$ cat src/rtl/vack_pkg.sv
package vack_pkg;
  localparam int ID_W   = 10;
  localparam int PRIO_W = 8;
  localparam logic [ID_W-1:0]   ID_SPURIOUS     = 10'd1023;
  localparam logic [ID_W-1:0]   ID_SPECIAL_BASE = 10'd1020;
  localparam logic [PRIO_W-1:0] PRIO_IDLE       = 8'hFF;

  typedef enum logic {GRP0 = 1'b0, GRP1 = 1'b1} grp_e;

  typedef struct packed {
    logic [ID_W-1:0]   id;
    logic [PRIO_W-1:0] prio;
    grp_e              grp;
    logic              pend;
    logic              act;
  } lr_entry_t;

  // Group-priority mask for one group from the binary point settings.
  function automatic logic [PRIO_W-1:0] grp_mask(grp_e g, logic [2:0] bp0,
                                                 logic [2:0] bp1, logic share);
    logic [3:0] n;
    logic [PRIO_W-1:0] ones;
    ones = '1;
    if (g == GRP1 && !share) begin
      n = (bp1 == 3'd0) ? 4'd0 : {1'b0, bp1 - 3'd1};
    end else begin
      n = {1'b0, bp0};
    end
    return ones << (n + 4'd1);
  endfunction
endpackage

$ cat src/rtl/vack_lr_bank.sv
module vack_lr_bank import vack_pkg::*; #(
  parameter int NUM_LR = 4,
  parameter int IDX_W  = 2
) (
  input  logic                    clk,
  input  logic                    rst_n,
  input  logic                    wr_en,
  input  logic [IDX_W-1:0]        wr_idx,
  input  lr_entry_t               wr_data,
  input  logic                    upd_en,
  input  logic [IDX_W-1:0]        upd_idx,
  input  logic                    upd_activate,
  output lr_entry_t [NUM_LR-1:0]  lr_q
);
  for (genvar i = 0; i < NUM_LR; i++) begin : g_lr
    lr_entry_t ent_q;
    always_ff @(posedge clk or negedge rst_n) begin
      if (!rst_n) begin
        ent_q <= '0;
      end else if (wr_en && wr_idx == IDX_W'(i)) begin
        ent_q <= wr_data;
      end else if (upd_en && upd_idx == IDX_W'(i)) begin
        ent_q.pend <= 1'b0;
        if (upd_activate) ent_q.act <= 1'b1;
      end
    end
    assign lr_q[i] = ent_q;
  end
endmodule

$ cat src/rtl/vack_apr_file.sv
module vack_apr_file #(
  parameter int PREBITS = 5,
  parameter int PRIO_W  = 8
) (
  input  logic               clk,
  input  logic               rst_n,
  input  logic               set_en,
  input  logic               set_grp,
  input  logic [PREBITS-1:0] set_bit,
  output logic [PRIO_W-1:0]  run_prio
);
  localparam int NB     = 1 << PREBITS;
  localparam int NWORDS = NB / 32;
  localparam int SH     = PRIO_W - PREBITS;

  logic [NB-1:0] g0_bits, g1_bits, any_bits;
  logic [PREBITS-1:0] low_idx;
  logic found;

  for (genvar w = 0; w < NWORDS; w++) begin : g_word
    logic [31:0] w0_q, w1_q;
    logic hit;
    assign hit = set_en && ((set_bit >> 5) == PREBITS'(w));
    always_ff @(posedge clk or negedge rst_n) begin
      if (!rst_n) begin
        w0_q <= '0;
        w1_q <= '0;
      end else if (hit) begin
        if (set_grp) w1_q[set_bit[4:0]] <= 1'b1;
        else         w0_q[set_bit[4:0]] <= 1'b1;
      end
    end
    assign g0_bits[w*32 +: 32] = w0_q;
    assign g1_bits[w*32 +: 32] = w1_q;
  end

  assign any_bits = g0_bits | g1_bits;

  always_comb begin
    found   = 1'b0;
    low_idx = '0;
    for (int i = NB - 1; i >= 0; i--) begin
      if (any_bits[i]) begin
        found   = 1'b1;
        low_idx = PREBITS'(i);
      end
    end
    run_prio = found ? (PRIO_W'(low_idx) << SH) : '1;
  end
endmodule

$ cat src/rtl/vack_eval.sv
module vack_eval import vack_pkg::*; (
  input  lr_entry_t          entry,
  input  logic               hp_valid,
  input  logic               en,
  input  logic [PRIO_W-1:0]  pmask,
  input  logic [PRIO_W-1:0]  run_prio,
  input  logic [2:0]         bp0,
  input  logic [2:0]         bp1,
  input  logic               share,
  output logic               can_signal,
  output logic [PRIO_W-1:0]  gmask
);
  always_comb begin
    gmask      = grp_mask(entry.grp, bp0, bp1, share);
    can_signal = 1'b0;
    if (en && hp_valid && entry.pend && (entry.prio < pmask)) begin
      if (run_prio == PRIO_IDLE) can_signal = 1'b1;
      else can_signal = (entry.prio & gmask) < (run_prio & gmask);
    end
  end
endmodule

$ cat src/rtl/vintr_ack_unit.sv
module vintr_ack_unit import vack_pkg::*; #(
  parameter int NUM_LR  = 4,
  parameter int PREBITS = 5,
  localparam int IDX_W  = (NUM_LR > 1) ? $clog2(NUM_LR) : 1
) (
  input  logic             clk,
  input  logic             rst_n,
  input  logic             vif_en,
  input  logic [7:0]       pri_mask,
  input  logic [2:0]       bpoint0,
  input  logic [2:0]       bpoint1,
  input  logic             share_bpoint,
  input  logic             hp_valid,
  input  logic [IDX_W-1:0] hp_idx,
  input  logic             lr_load,
  input  logic [IDX_W-1:0] lr_load_idx,
  input  logic [9:0]       lr_load_id,
  input  logic [7:0]       lr_load_prio,
  input  logic             lr_load_grp,
  input  logic             lr_load_pend,
  input  logic             lr_load_act,
  input  logic             ack_valid,
  input  logic             ack_grp,
  output logic             ack_ready,
  output logic             rsp_valid,
  output logic [9:0]       rsp_id,
  output logic             virq,
  output logic             vfiq
);
  localparam int SH = PRIO_W - PREBITS;

  lr_entry_t [NUM_LR-1:0] lr_q;
  lr_entry_t cur, load_ent;
  logic [PRIO_W-1:0] run_prio, gmask;
  logic can_sig, accept, hit, normal_id, hold_q;
  logic [PREBITS-1:0] apr_bit;

  assign load_ent = '{id: lr_load_id, prio: lr_load_prio, grp: grp_e'(lr_load_grp),
                      pend: lr_load_pend, act: lr_load_act};
  assign cur      = (int'(hp_idx) < NUM_LR) ? lr_q[hp_idx] : '0;

  vack_eval u_eval (
    .entry(cur), .hp_valid(hp_valid), .en(vif_en), .pmask(pri_mask),
    .run_prio(run_prio), .bp0(bpoint0), .bp1(bpoint1), .share(share_bpoint),
    .can_signal(can_sig), .gmask(gmask)
  );

  assign ack_ready = !hold_q;
  assign accept    = ack_valid && ack_ready;
  assign hit       = accept && can_sig && (cur.grp == grp_e'(ack_grp));
  assign normal_id = cur.id < ID_SPECIAL_BASE;
  assign apr_bit   = PREBITS'((cur.prio & gmask) >> SH);

  vack_lr_bank #(.NUM_LR(NUM_LR), .IDX_W(IDX_W)) u_bank (
    .clk(clk), .rst_n(rst_n), .wr_en(lr_load), .wr_idx(lr_load_idx),
    .wr_data(load_ent), .upd_en(hit), .upd_idx(hp_idx),
    .upd_activate(normal_id), .lr_q(lr_q)
  );

  vack_apr_file #(.PREBITS(PREBITS), .PRIO_W(PRIO_W)) u_apr (
    .clk(clk), .rst_n(rst_n), .set_en(hit && normal_id), .set_grp(ack_grp),
    .set_bit(apr_bit), .run_prio(run_prio)
  );

  always_ff @(posedge clk or negedge rst_n) begin
    if (!rst_n) begin
      hold_q    <= 1'b0;
      rsp_valid <= 1'b0;
      rsp_id    <= ID_SPURIOUS;
      virq      <= 1'b0;
      vfiq      <= 1'b0;
    end else begin
      hold_q    <= accept;
      rsp_valid <= accept;
      if (accept) rsp_id <= hit ? cur.id : ID_SPURIOUS;
      virq      <= can_sig && (cur.grp == GRP1);
      vfiq      <= can_sig && (cur.grp == GRP0);
    end
  end
endmodule

$ cat config.mk
export PLATFORM = sky130hd
export DESIGN_NAME = vintr_ack_unit
export DESIGN_NICKNAME = d
export VERILOG_FILES = /design/src/rtl/vack_pkg.sv /design/src/rtl/vack_lr_bank.sv /design/src/rtl/vack_apr_file.sv /design/src/rtl/vack_eval.sv /design/src/rtl/vintr_ack_unit.sv
export SDC_FILE = /design/constraint.sdc
export NUM_CORES = 1
export LEC_CHECK = 0
export ABC_AREA = 0
export ABC_CLOCK_PERIOD_IN_PS = 8000
export CAP_MARGIN = 5
export CORE_MARGIN = 3
export CORE_UTILIZATION = 48
export DETAILED_ROUTE_END_ITERATION = 10
export PLACE_DENSITY_LB_ADDON = 0.1
export SKIP_CTS_REPAIR_TIMING = 1
export SYNTH_ARGS = -nofsm -noshare
export SYNTH_HDL_FRONTEND = slang
export SYNTH_SLANG_ARGS = --single-unit
$ cat constraint.sdc
create_clock -name clk -period 8 [get_ports clk]
set_input_delay 1.6 -clock clk [delete_from_list [all_inputs] [get_ports clk]]
set_output_delay 1.6 -clock clk [all_outputs]
set_load 0.1 [all_outputs]
Yosys cells after proc, flatten, opt, wreduce, memory -nomap -nowiden --
Index checks and enable logic that the tools add are counted.
Operators by class: reduce and logical (&&, ||, !) cells 38, eq/ne operators 8, bitwise operators 7, multiply operators 0, multiplexer cells 83, $lt $le $gt $ge 6, div/mod/pow operators 0, shift-type cells 1, add/sub/neg operators 2
Operators with widths (count):
- two-way mux 5 bit | 32
- OR 32 bit | 3
- binary-select mux 21 bit (select 2 bit) | 1
- two-way mux 1 bit | 36
- two-way mux 21 bit | 1
- logical AND 1 bit | 19
- AND 8 bit | 2
- less-than comparator 8 bit | 2
- two-way mux 2 bit | 8
- nonzero test 2 bit | 8
- AND reduction 2 bit | 6
- less-than comparator 10 bit (second input constant) | 1
- two-way mux 10 bit | 1
- equality test 2 bit (second input constant) | 4
- equality test 8 bit (second input constant) | 1
- two-way mux 8 bit | 1
- << shifter 8 x 4 -> 8 bit (first input constant) | 1
- less-than comparator 5 x 6 -> 1 bit (second input constant) | 1
- two-way mux 3 bit | 2
- demux 1 bit (select 5 bit) | 1
- greater-or-equal comparator 5 x 1 -> 1 bit (second input constant) | 1
- adder 4 x 1 -> 4 bit (second input constant) | 1
- equality test 2 x 1 -> 1 bit (second input constant) | 2
- logical NOT 2 bit | 2
- other kinds (6) | 8
Storage, ports and cells: latch bits 0, logic and storage cells 171, flip-flop bits (word level) 161, memory bits (writable) 0, input bits 47, memory bits (read-only) 0, memories kept 0, output and inout port bits 14

Depth between registers and ports, before layout --
Gate-level depths: netlist (run 1).
word-level depth 43, mapped depth 21, mapped depth without buffers 18

Cells and area by module --
A second synthesis (run 1) with hierarchy kept.
Second synthesis, totals: cell total of the unflattened synthesis 608, area, all modules 8212.9 µm²
Modules (own cells, without submodules):
- vack_lr_bank | area each 3460.8 µm², instances 1, seq. area each 2102.0 µm², cells each 201
- vack_apr_file | area each 2965.3 µm², instances 1, seq. area each 1601.5 µm², cells each 245
- vintr_ack_unit | area each 1063.5 µm², instances 1, seq. area each 337.8 µm², cells each 68
- vack_eval | area each 723.2 µm², instances 1, seq. area each 0.0 µm², cells each 94

Worst setup path before layout (run 1) --
Ideal clock, no wire load.
path type input-to-reg, start input port hp_idx[0], end register u_bank.g_lr[1].ent_q (netlist bit u_bank.lr_q[22]), data arrival time 5.597 ns, path slack 2.270 ns, cell stages on the path 19, setup time 0.133 ns, path buffers 2, data required time 7.867 ns, cell sequence buf_2 -> mux4_2 -> buf_2 -> nand2_1 -> mux2i_1 -> inv_1 -> ha_1 -> nor2b_1 -> nand4_1 -> o311a_1 -> nor3b_1 -> ha_1 -> o21a_1 -> o21ai_0 -> a21oi_1 -> o22ai_4 -> or3b_4 -> o311ai_1 -> o21ai_1
Between the ends: cells in the longest elaborated chain, start to end 14, elaborated cells on any way between the ends 20, those cells by class add/sub (1); order compare (2); eq/ne (2); shift (1); mux (5); bitwise (2); reduce/logical (7)
RTL lines:
- start, declared | RTL line vintr_ack_unit.sv:14 | input logic [IDX_W-1:0] hp_idx,
- binary-select mux 21 bit (select 2 bit) | RTL line vintr_ack_unit.sv:40 | assign cur = (int'(hp_idx) < NUM_LR) ? lr_q[hp_idx] : '0;
- two-way mux 21 bit (implied by the code) | RTL line vintr_ack_unit.sv:40
- logical AND 1 bit | RTL line vack_pkg.sv:24 | if (g == GRP1 && !share) begin
- two-way mux 3 bit | RTL line vack_pkg.sv:24
- adder 4 x 1 -> 4 bit | RTL line vack_pkg.sv:29 | return ones << (n + 4'd1);
- << shifter 8 x 4 -> 8 bit | RTL line vack_pkg.sv:29
- AND 8 bit | RTL line vack_eval.sv:18 | else can_signal = (entry.prio & gmask) < (run_prio & gmask);
- less-than comparator 8 bit | RTL line vack_eval.sv:18
- two-way mux 1 bit | RTL line vack_eval.sv:17 | if (run_prio == PRIO_IDLE) can_signal = 1'b1;
- two-way mux 1 bit | RTL line vack_eval.sv:16 | if (en && hp_valid && entry.pend && (entry.prio < pmask)) begin
- logical AND 1 bit (2 in a row) | RTL line vintr_ack_unit.sv:50 | assign hit = accept && can_sig && (cur.grp == grp_e'(ack_grp));
- logical AND 1 bit (*) | RTL line vack_lr_bank.sv:22 | end else if (upd_en && upd_idx == IDX_W'(i)) begin
- nonzero test 2 bit (no line) (*)
- end signal, assigned | RTL line vack_lr_bank.sv:21 | ent_q <= wr_data;
- end, declared | RTL line vack_lr_bank.sv:16 | lr_entry_t ent_q;
Mark *: on every way between the ends. The rest lies on a longest branch, timed or not. The select of a mux whose other input is x is not followed. A chain may end at the register's enable or synchronous reset.

Final worst setup path (run 1) --
start input port hp_idx[0], end register u_bank.g_lr[0].ent_q (netlist bit u_bank.lr_q[1])
Between the ends: cells in the longest elaborated chain, start to end 14, elaborated cells on any way between the ends 20, those cells by class add/sub (1); order compare (2); eq/ne (1); shift (1); mux (5); bitwise (2); reduce/logical (8)
RTL lines (RTL line):
- binary-select mux 21 bit (select 2 bit) | vintr_ack_unit.sv:40
- two-way mux 21 bit (implied by the code) | vintr_ack_unit.sv:40
- logical AND 1 bit | vack_pkg.sv:24
- two-way mux 3 bit | vack_pkg.sv:24
- adder 4 x 1 -> 4 bit | vack_pkg.sv:29
- << shifter 8 x 4 -> 8 bit | vack_pkg.sv:29
- AND 8 bit | vack_eval.sv:18
- less-than comparator 8 bit | vack_eval.sv:18
- two-way mux 1 bit | vack_eval.sv:17
- two-way mux 1 bit | vack_eval.sv:16
- logical AND 1 bit (2 in a row) | vintr_ack_unit.sv:50
- logical AND 1 bit (*) | vack_lr_bank.sv:22
- nonzero test 2 bit (no line) (*)
- end signal, assigned | vack_lr_bank.sv:21
- end, declared | vack_lr_bank.sv:16
Marks and branches as above.

==> results of run 1 <==
cell usage after synthesis, types with 4 or more instances:
cell	number
nor3_1	4
o22a_1	8
ha_1	18
nor4_1	10
dfrtp_1	147
nor2_1	38
nand2b_1	4
clkbuf_1	11
mux2_2	76
or4_1	16
nand3b_1	5
nand2_1	20
o21ai_0	9
a21oi_1	5
inv_1	22
nand3_1	14
nand4_1	5
nor2b_1	4
a211oi_1	4
o21bai_1	65
mux4_2	20
o31ai_1	9
dfstp_2	10
buf_2	6
layout by cell type (no fill, tap or decap), types with 5 or more instances in the layout:
cell type | netlist | routed
clkbuf_16 | 0 | 17
buf_4 | 0 | 7
mux4_2 | 20 | 20
dfstp_2 | 10 | 10
inv_1 | 22 | 22
nand3b_1 | 5 | 5
or4_1 | 16 | 16
a21oi_1 | 5 | 5
nand4_1 | 5 | 5
clkdlybuf4s50_1 | 0 | 58
dfrtp_1 | 147 | 147
nand3_1 | 14 | 14
nor4_1 | 10 | 10
mux2_2 | 76 | 76
o22a_1 | 8 | 8
o31ai_1 | 9 | 9
nand2_1 | 20 | 20
o21bai_1 | 65 | 65
ha_1 | 18 | 18
o21ai_0 | 9 | 9
nor2_1 | 38 | 38
state kept, by name, indices dropped and copies added (netlist names):
signal / count
u_apr.g1_bits: 32
vfiq: 1
u_bank.lr_q: 80
rsp_id: 10
u_apr.g0_bits: 32
virq: 1
rsp_valid: 1
report_power, final:
| part | internal [uW] | switching, uW | leakage [uW] |
|---|---|---|---|
| Sequential | 884 | 44.6 | 0.00199 |
| Clock | 442 | 338 | 0.000273 |
| Combinational | 237 | 279 | 0.00157 |
layout make-up:
type | count | area, um2
Multi-Input combinational cell | 383 | 3280
Sequential cell | 157 | 3940
Timing Repair Buffer | 66 | 644
Tap cell | 184 | 230
Clock buffer | 18 | 439
Fill cell | 1188 | 6050
Clock inverter | 14 | 136
Inverter | 22 | 82.6
per-stage QoR:
step	util [%]	hold slack, ps
after detailed placement	55.2	479
after global placement	55.2	474
after CTS	59.1	495
after floorplan	-	451
after global routing	59.1	512
final	59.1	496
per-layer routing:
layer  GRT usage (%)  wire length (um)  up-vias
met5               0                 0        -
met4            6.72               249        0
met2            35.0              8370       88
met3            4.54               528       20
met1            27.9              7690     2595
li1                -                 -     2319
kinds of logic (layout without fill, tap and decap cells):
logic type                 count (synthesis)  in the layout  share of synthesized area, %
adders and majority gates                 18             18                          3.05
xor gates and xnor gates                   1              1                         0.118
buffers and inverters                     43            120                          2.39
and+or+nand+nor                          139            139                          10.3
muxes                                     98             98                          17.9
AOI/OAI and AO/OA                        127            127                          13.0
DFF                                      157            157                          53.3
path summary, 6_finish.rpt:
path / endpoint / startpoint / slack [ps] / cells past startpoint
min: u_apr.g0_bits[0]$_DFFE_PN0P_ / u_apr.g0_bits[0]$_DFFE_PN0P_ / 500 / 1
max: u_bank.lr_q[1]$_DFFE_PN0P_ / hp_idx[0] / 1510 / 18
max reg2reg: u_bank.lr_q[1]$_DFFE_PN0P_ / u_bank.lr_q[65]$_DFFE_PN0P_ / 2870 / 17
min reg2reg: u_apr.g0_bits[0]$_DFFE_PN0P_ / u_apr.g0_bits[0]$_DFFE_PN0P_ / 500 / 1
max in group asynchronous: u_bank.lr_q[47]$_DFFE_PN0P_ / rst_n / 5480 / 2
min in group asynchronous: u_apr.g1_bits[5]$_DFFE_PN0P_ / rst_n / 1260 / 1
critical path, delay by kind of cell:
kind,cells,cell delay (ps)
AOI/OAI and AO/OA,7,1250
adders and majority gates,2,710
buffers and inverters,2,610
muxes,2,990
and+or+nand+nor,5,1610
==> impl_metrics.ini, run 1 <==
[setup_path]
path_class = input port to register
critPathLaunchType = input port
slowest_delay_ps = 680
cp_slowest_cell = mux4_2
cp_cell_sequence = clkdlybuf4s50_1 > mux4_2 > nand2_1 > mux2i_1 > inv_1 > ha_1 > nor2b_1 > nand4_1 > o311a_1 > nor3b_1 > ha_1 > o21a_1 > o21ai_0 > a21oi_1 > o22ai_4 > or3b_4 > o31ai_1 > o21ai_0
end_kind = register
cp_max_fo = 14
worstPathArrival_ps = 6780
cp.required_ps = 8290

[die]
rows = 44
fp.dieW_um = 130
dieArea_um2 = 16900
die_y_um = 130
core-area_um2 = 14800
initial_core_util_pct = 49.9
pin_count = 61

[global_route]
grt_max_degree = 100
track_usage_pct = 21.1
antenna_found_initial = 0
grt_pass1_vias = 5355
grt_pass1_wl_um = 27400
overflow = 0

[power]
irDropWorstVdd_v = 0.000223
finalPower_uw = 2220
cellPowerDensity_nw_per_um2 = 254
leakagePower_uw = 0.00383

[synth]
synth-edff-count = 0
yosysUniqueCellTypes = 56
synth.largest_area_cell = dfrtp_1
yosys.area.top_type_share_pct = 49.7
yosysWarnings = 0
yosys-top-cells-area = dfrtp_1 (50%), mux2_2 (12%), o21bai_1 (6.6%)
netlist_area_um2 = 7390
syn_inst = 583
synth_nets = 648
ys_seq_elements = 157
syn_area_per_cell_um2 = 12.7
ys_seq_area_share_pct = 53.3
synthArstFlopShare_pct = 100
synth_flop_cell = dfrtp_1

[timing]
max_freq_mhz = 154
setup-violations-final = 0
fin_skew_ps = 13.0
worst_slack_ps = 1510
finalCriticalPeriod_ps = 6490
hold_viol = 0
relSlewSlack_pct = 30.5
rsz0062_at_grt = no
tightest_slew_ps = 1040
fin_tns_setup_ps = 0
timing.final.crit_share_pct = 81.1
drv_slew = 0

[place]
dpl.cell_count = 812
dpl_worst_slack_ps = 1160
numPortBuffers = 59
dpl_cell_area_um2 = 8180
gp_congestion = 0.867
dp_hpwl_um = 11500

[layout]
syn_to_final_growth_pct = 18.4
fin_nets = 712
final_cells = 844
diodes = 0
stdcell_area_um2 = 8760
drive_above_1_share_pct = 23.6

[clocking]
clock_sinks = 157
clockBufferDepth = 2
cts_tree = done
insertion_delay_ps = 430
root_buffer = clkbuf_16
htreeDepth = 4
clk_pin_slew_ps = 60
cts_buffers = 17

[detailed_routing]
avgRoutedWirePerCell_um = 20.0
viasPerCell = 5.95
drc_errors = 0
ant_nets = 0
vias = 5022
routed_wl_um = 16800
drt_iter0_drc = 354
dr.pass1.iters = 6

[outcome]
status = finished clean

[run]
cap_violations = 0

[min_path]
hold_class = register to register
Note: power is estimated with default switching activity, not from simulation.
==> inputs of run 2 (changes only) <==
- ABC_CLOCK_PERIOD_IN_PS: 8000 -> 5400
- clock period: 8 -> 5.4 ns (I/O delays scaled with it)
==> run 2 against run 1 <==
Non-clock buffer count grew 15. Routed wire length grew 2.2%. Die area is the same. Count of clock-buffer cells in the layout is the same. Power grew 56%. Largest cell class unchanged. Highest routed layer unchanged.
==> impl_metrics.ini, run 2 (synthesis results as in run 1) <==
[layout]
largest_reg_flops = 80
regArea_um2 = 3940
mostFrequentLayoutCells = dfrtp_1 (147), mux2_2 (76), o21bai_1 (65)
syn_to_final_growth_pct = 21.2
fillers = 1175
multi_input_area_um2 = 3300
diodes = 0
fin_nets = 727
layout_commonest_cell = dfrtp_1
drive_above_1_share_pct = 25.8

[detailed_routing]
viasPerCell = 5.89
dr.pass1.iters = 5
ant_nets = 0
drt_iter0_drc = 268
routed_wl_um = 17200
vias = 5059
avgRoutedWirePerCell_um = 20.0
drc_errors = 0

[setup_path]
worstPathArrival_ps = 5490
end_kind = register
slowest_delay_ps = 570
critPathLaunchType = input port
cp_cell_sequence = clkdlybuf4s50_1 > mux4_2 > nand2_1 > mux2i_2 > inv_1 > ha_1 > a21boi_0 > a221oi_1 > a41o_1 > nor2_1 > and2_1 > ha_1 > o21ai_1 > a21o_1 > a21oi_1 > o22ai_4 > or3b_4 > o311ai_1 > o21ai_1
crit_family = compound AO/OA/AOI/OAI gates
cp_slowest_cell = mux4_2
r2r_slack_ps = 1010
worst-path-buf-inv = 2
cp_max_fo = 7
rr_worst_depth = 18
cp.required_ps = 5690
r2r-start = u_bank.lr_q[65]$_DFFE_PN0P_
worstReg2RegEnd = u_bank.lr_q[43]$_DFFE_PN0P_
path_class = input port to register

[timing]
fin_tns_setup_ps = 0
drv_slew = 0
finalCriticalPeriod_ps = 5200
tightest_slew_ps = 1070
max_freq_mhz = 192
hold_viol = 0
relSlewSlack_pct = 28.7
timing.final.crit_share_pct = 96.2
hold_slack_ps = 493
setup-violations-final = 0
rsz0062_at_grt = no
fin_skew_ps = 10.1

[power]
comb_power_share_pct = 23.5
p_int_uw = 2450
leakagePower_uw = 0.00394
clkPwrFrac_pct = 36.9
finalPower_uw = 3480
irDropWorstVdd_v = 0.000276
power_switching_uw = 1020
seqPwrFrac_pct = 39.7
cellPowerDensity_nw_per_um2 = 388
swShare_pct = 29.4

[clocking]
root_buffer = clkbuf_16
clk_pin_slew_ps = 70
clockBufferDepth = 2
htreeDepth = 4
insertion_delay_ps = 430
clock_sinks = 157
cts_buffers = 17
cts_tree = done

[min_path]
hold_path_end = u_apr.g0_bits[22]$_DFFE_PN0P_
whs_path_depth = 1
hold_class = register to register
hold_path.startpoint = u_apr.g0_bits[22]$_DFFE_PN0P_

[place]
numPortBuffers = 59
gp_congestion = 0.859
dp_hpwl_um = 11800

[global_route]
grt_max_degree = 120
overflow = 0
antenna_found_initial = 0
track_usage_pct = 21.6
grt_pass1_wl_um = 27900
grt_pass1_vias = 5414

[run]
cap_violations = 0

[die]
core-area_um2 = 14800
initial_core_util_pct = 49.9
fp.dieW_um = 130
pin_count = 61
rows = 44
die_y_um = 130
dieArea_um2 = 16900

[outcome]
status = finished clean
-- run 2: changes by cell type in the layout (fill, tap and decap cells not counted), sizes merged --
cell / previous run / this run
buf: 8 / 23
clkinv: 5 / 2
inv: 26 / 29
bufinv: 1 / 3
clkinvlp: 4 / 2
-- run 2: per-stage QoR --
stage	std cells	setup WS (ps)	cell area, um2	util [%]
3_3_place_gp	827	-59.2	8310	56.1
4_1_cts	859	240	8940	60.4
3_5_place_dp	827	-162	8310	56.1
6_report	859	204	8960	60.5
2_1_floorplan	583	190	7390	-
5_1_grt	859	20.6	8960	60.5
-- run 2: how the worst max path moves through the flow --
stage                                   to  depth (start not counted)       from
5_1_grt        u_bank.lr_q[43]$_DFFE_PN0P_                         19  hp_idx[0]
3_5_place_dp   u_bank.lr_q[22]$_DFFE_PN0P_                         18  hp_idx[0]
4_1_cts        u_bank.lr_q[43]$_DFFE_PN0P_                         19  hp_idx[0]
2_1_floorplan  u_bank.lr_q[22]$_DFFE_PN0P_                         19  hp_idx[0]
6_report       u_bank.lr_q[43]$_DFFE_PN0P_                         19  hp_idx[0]
3_3_place_gp   u_bank.lr_q[43]$_DFFE_PN0P_                         18  hp_idx[0]
-- run 2: power groups by stage --
stage	sequential (uW)	clock [uW]	combinational (uW)
global placement	1380	0	780
global route	1390	1370	886
detailed placement	1400	0	808
CTS	1380	1310	812
floorplan	1410	0	526
finish	1380	1280	815
-- run 2: area by class of cell --
type                            count  area share [%]
Clock buffer                       18            4.90
Clock inverter                     14            2.22
Inverter                           22           0.922
Multi-Input combinational cell    383            36.8
Sequential cell                   157            44.0
Tap cell                          184            2.57
Timing Repair Buffer               81            8.59
-- run 2: worst register-to-register path: cells and delay by family (launching register included) --
family	cells	cell delay, ps
muxes	2	790
DFF	1	380
buffers and inverters	1	90
AOI/OAI and AO/OA	9	1620
adders and majority gates	2	550
and+or+nand+nor	4	820
-- run 2: layer usage --
| layer | track usage, % | wire length (um) |
|---|---|---|
| met3 | 5.24 | 550 |
| met1 | 26.7 | 7430 |
| met4 | 5.81 | 136 |
| met5 | 0 | 0 |
| met2 | 37.9 | 9080 |
==> inputs of run 3 (changes only) <==
- ABC_CLOCK_PERIOD_IN_PS: 5400 -> 6200
- CORE_MARGIN: 3 -> unset
- clock period: 5.4 -> 6.2 ns (I/O delays scaled with it)
==> run 3 against run 2 <==
Sequential power decreased by 13%. Non-clock buffer count shrank 11. Utilization shrank 2.3 points. Combinational power is 17% lower. Register-to-register slack better by 650 ps. Hold slack improved by 1.4 ps. Via count down 0.16%. First-iteration DRC count grew 57%. Largest power group unchanged. Critical endpoint is now u_bank.lr_q[22]$_DFFE_PN0P_. Clock power shrank 16%.
==> impl_metrics.ini, run 3 (synthesis results as in run 1) <==
[outcome]
status = finished clean

[global_route]
track_usage_pct = 23.0
grt_max_degree = 93
grt_pass1_vias = 5303
overflow = 0
antenna_found_initial = 0
grt_pass1_wl_um = 27600

[layout]
fillers = 1238
final_cells = 852
layout_commonest_cell = dfrtp_1
diodes = 0
syn_to_final_growth_pct = 19.3
multi_input_area_um2 = 3280
regArea_um2 = 3940
drive_above_1_share_pct = 23.9
mostFrequentLayoutCells = dfrtp_1 (147), mux2_2 (76), o21bai_1 (65)
largest_reg_flops = 80
fin_nets = 716

[power]
leakagePower_uw = 0.00387
irDropWorstVdd_v = 0.000216
swShare_pct = 29.8
p_int_uw = 2060
seqPwrFrac_pct = 40.7
comb_power_share_pct = 23.0
cellPowerDensity_nw_per_um2 = 333
finalPower_uw = 2940
clkPwrFrac_pct = 36.3
power_switching_uw = 876

[timing]
fin_tns_setup_ps = 0
setup-violations-final = 0
hold_viol = 0
tightest_slew_ps = 984
rsz0062_at_grt = no
timing.final.crit_share_pct = 88.8
fin_skew_ps = 11.7
max_freq_mhz = 182
relSlewSlack_pct = 34.2
worst_slack_ps = 691
hold_slack_ps = 494
drv_slew = 0
finalCriticalPeriod_ps = 5510

[die]
fp.dieW_um = 126
core-area_um2 = 15100
dieArea_um2 = 15900
pin_count = 61
rows = 45
initial_core_util_pct = 48.8
die_y_um = 126

[min_path]
hold_class = register to register
hold_path_end = u_apr.g0_bits[28]$_DFFE_PN0P_
hold_path.startpoint = u_apr.g0_bits[28]$_DFFE_PN0P_
whs_path_depth = 1

[clocking]
cts_buffers = 17
root_buffer = clkbuf_16
insertion_delay_ps = 430
htreeDepth = 4
cts_tree = done
clk_pin_slew_ps = 60
clock_sinks = 157
clockBufferDepth = 2

[run]
cap_violations = 0

[detailed_routing]
drt_iter0_drc = 421
routed_wl_um = 16900
ant_nets = 0
drc_errors = 0
viasPerCell = 5.93
dr.pass1.iters = 5
avgRoutedWirePerCell_um = 19.8
vias = 5051

[setup_path]
r2r_slack_ps = 1660
cp_slowest_cell = mux4_2
crit_family = compound AO/OA/AOI/OAI gates
cp_cell_sequence = clkdlybuf4s50_1 > mux4_2 > nand2_1 > mux2i_1 > inv_1 > ha_1 > a21boi_0 > a221oi_1 > a41o_1 > nand2b_1 > inv_1 > ha_1 > o21ai_0 > a21o_1 > a21oi_1 > o22ai_4 > or3b_4 > o311ai_1 > o21ai_1
rr_worst_depth = 18
critPathLaunchType = input port
cp.required_ps = 6500
path_class = input port to register
r2r-start = u_bank.lr_q[65]$_DFFE_PN0P_
worst-path-buf-inv = 3
slowest_delay_ps = 560
worstReg2RegEnd = u_bank.lr_q[22]$_DFFE_PN0P_
cp_max_fo = 14
worstPathArrival_ps = 5810
end_kind = register

[place]
numPortBuffers = 59
dpl_worst_slack_ps = 257
gp_congestion = 0.863
dp_hpwl_um = 11400
dpl.cell_count = 820
run 3: power by group through the flow:
stage / registers (uW) / logic [uW] / clock network (uW)
6_report: 1200 / 676 / 1070
5_1_grt: 1210 / 740 / 1130
4_1_cts: 1200 / 678 / 1080
3_5_place_dp: 1210 / 672 / 0
3_3_place_gp: 1210 / 653 / 0
2_1_floorplan: 1230 / 458 / 0
run 3: per-layer routing:
layer  track usage (%)  share of wire, %
met5                 0                 0
met4              7.02               1.4
met2              38.7                50
met1              29.0                44
met3              5.95               4.3
run 3: cell type report:
cell class,instances,share of cell area (%)
Multi-Input combinational cell,383,37.2
Clock buffer,18,4.86
Inverter,22,0.936
Sequential cell,157,44.7
Clock inverter,14,2.01
Timing Repair Buffer,70,7.64
Tap cell,188,2.67
run 3: how the worst max path moves through the flow:
stage | startpoint | end | slack, ps | depth (start not counted)
final | hp_idx[0] | u_bank.lr_q[22]$_DFFE_PN0P_ | 690 | 19
after global routing | hp_idx[0] | u_bank.lr_q[43]$_DFFE_PN0P_ | 290 | 19
after CTS | hp_idx[0] | u_bank.lr_q[22]$_DFFE_PN0P_ | 700 | 19
after detailed placement | hp_idx[0] | u_bank.lr_q[22]$_DFFE_PN0P_ | 260 | 19
after global placement | hp_idx[0] | u_bank.lr_q[43]$_DFFE_PN0P_ | 390 | 19
after floorplan | hp_idx[0] | u_bank.lr_q[22]$_DFFE_PN0P_ | 830 | 19
run 3: metrics by stage:
stage / util, % / area (um2)
2_1_floorplan: - / 7390
3_3_place_gp: 54.2 / 8220
3_5_place_dp: 54.2 / 8220
4_1_cts: 58.2 / 8820
5_1_grt: 58.2 / 8820
6_report: 58.2 / 8820
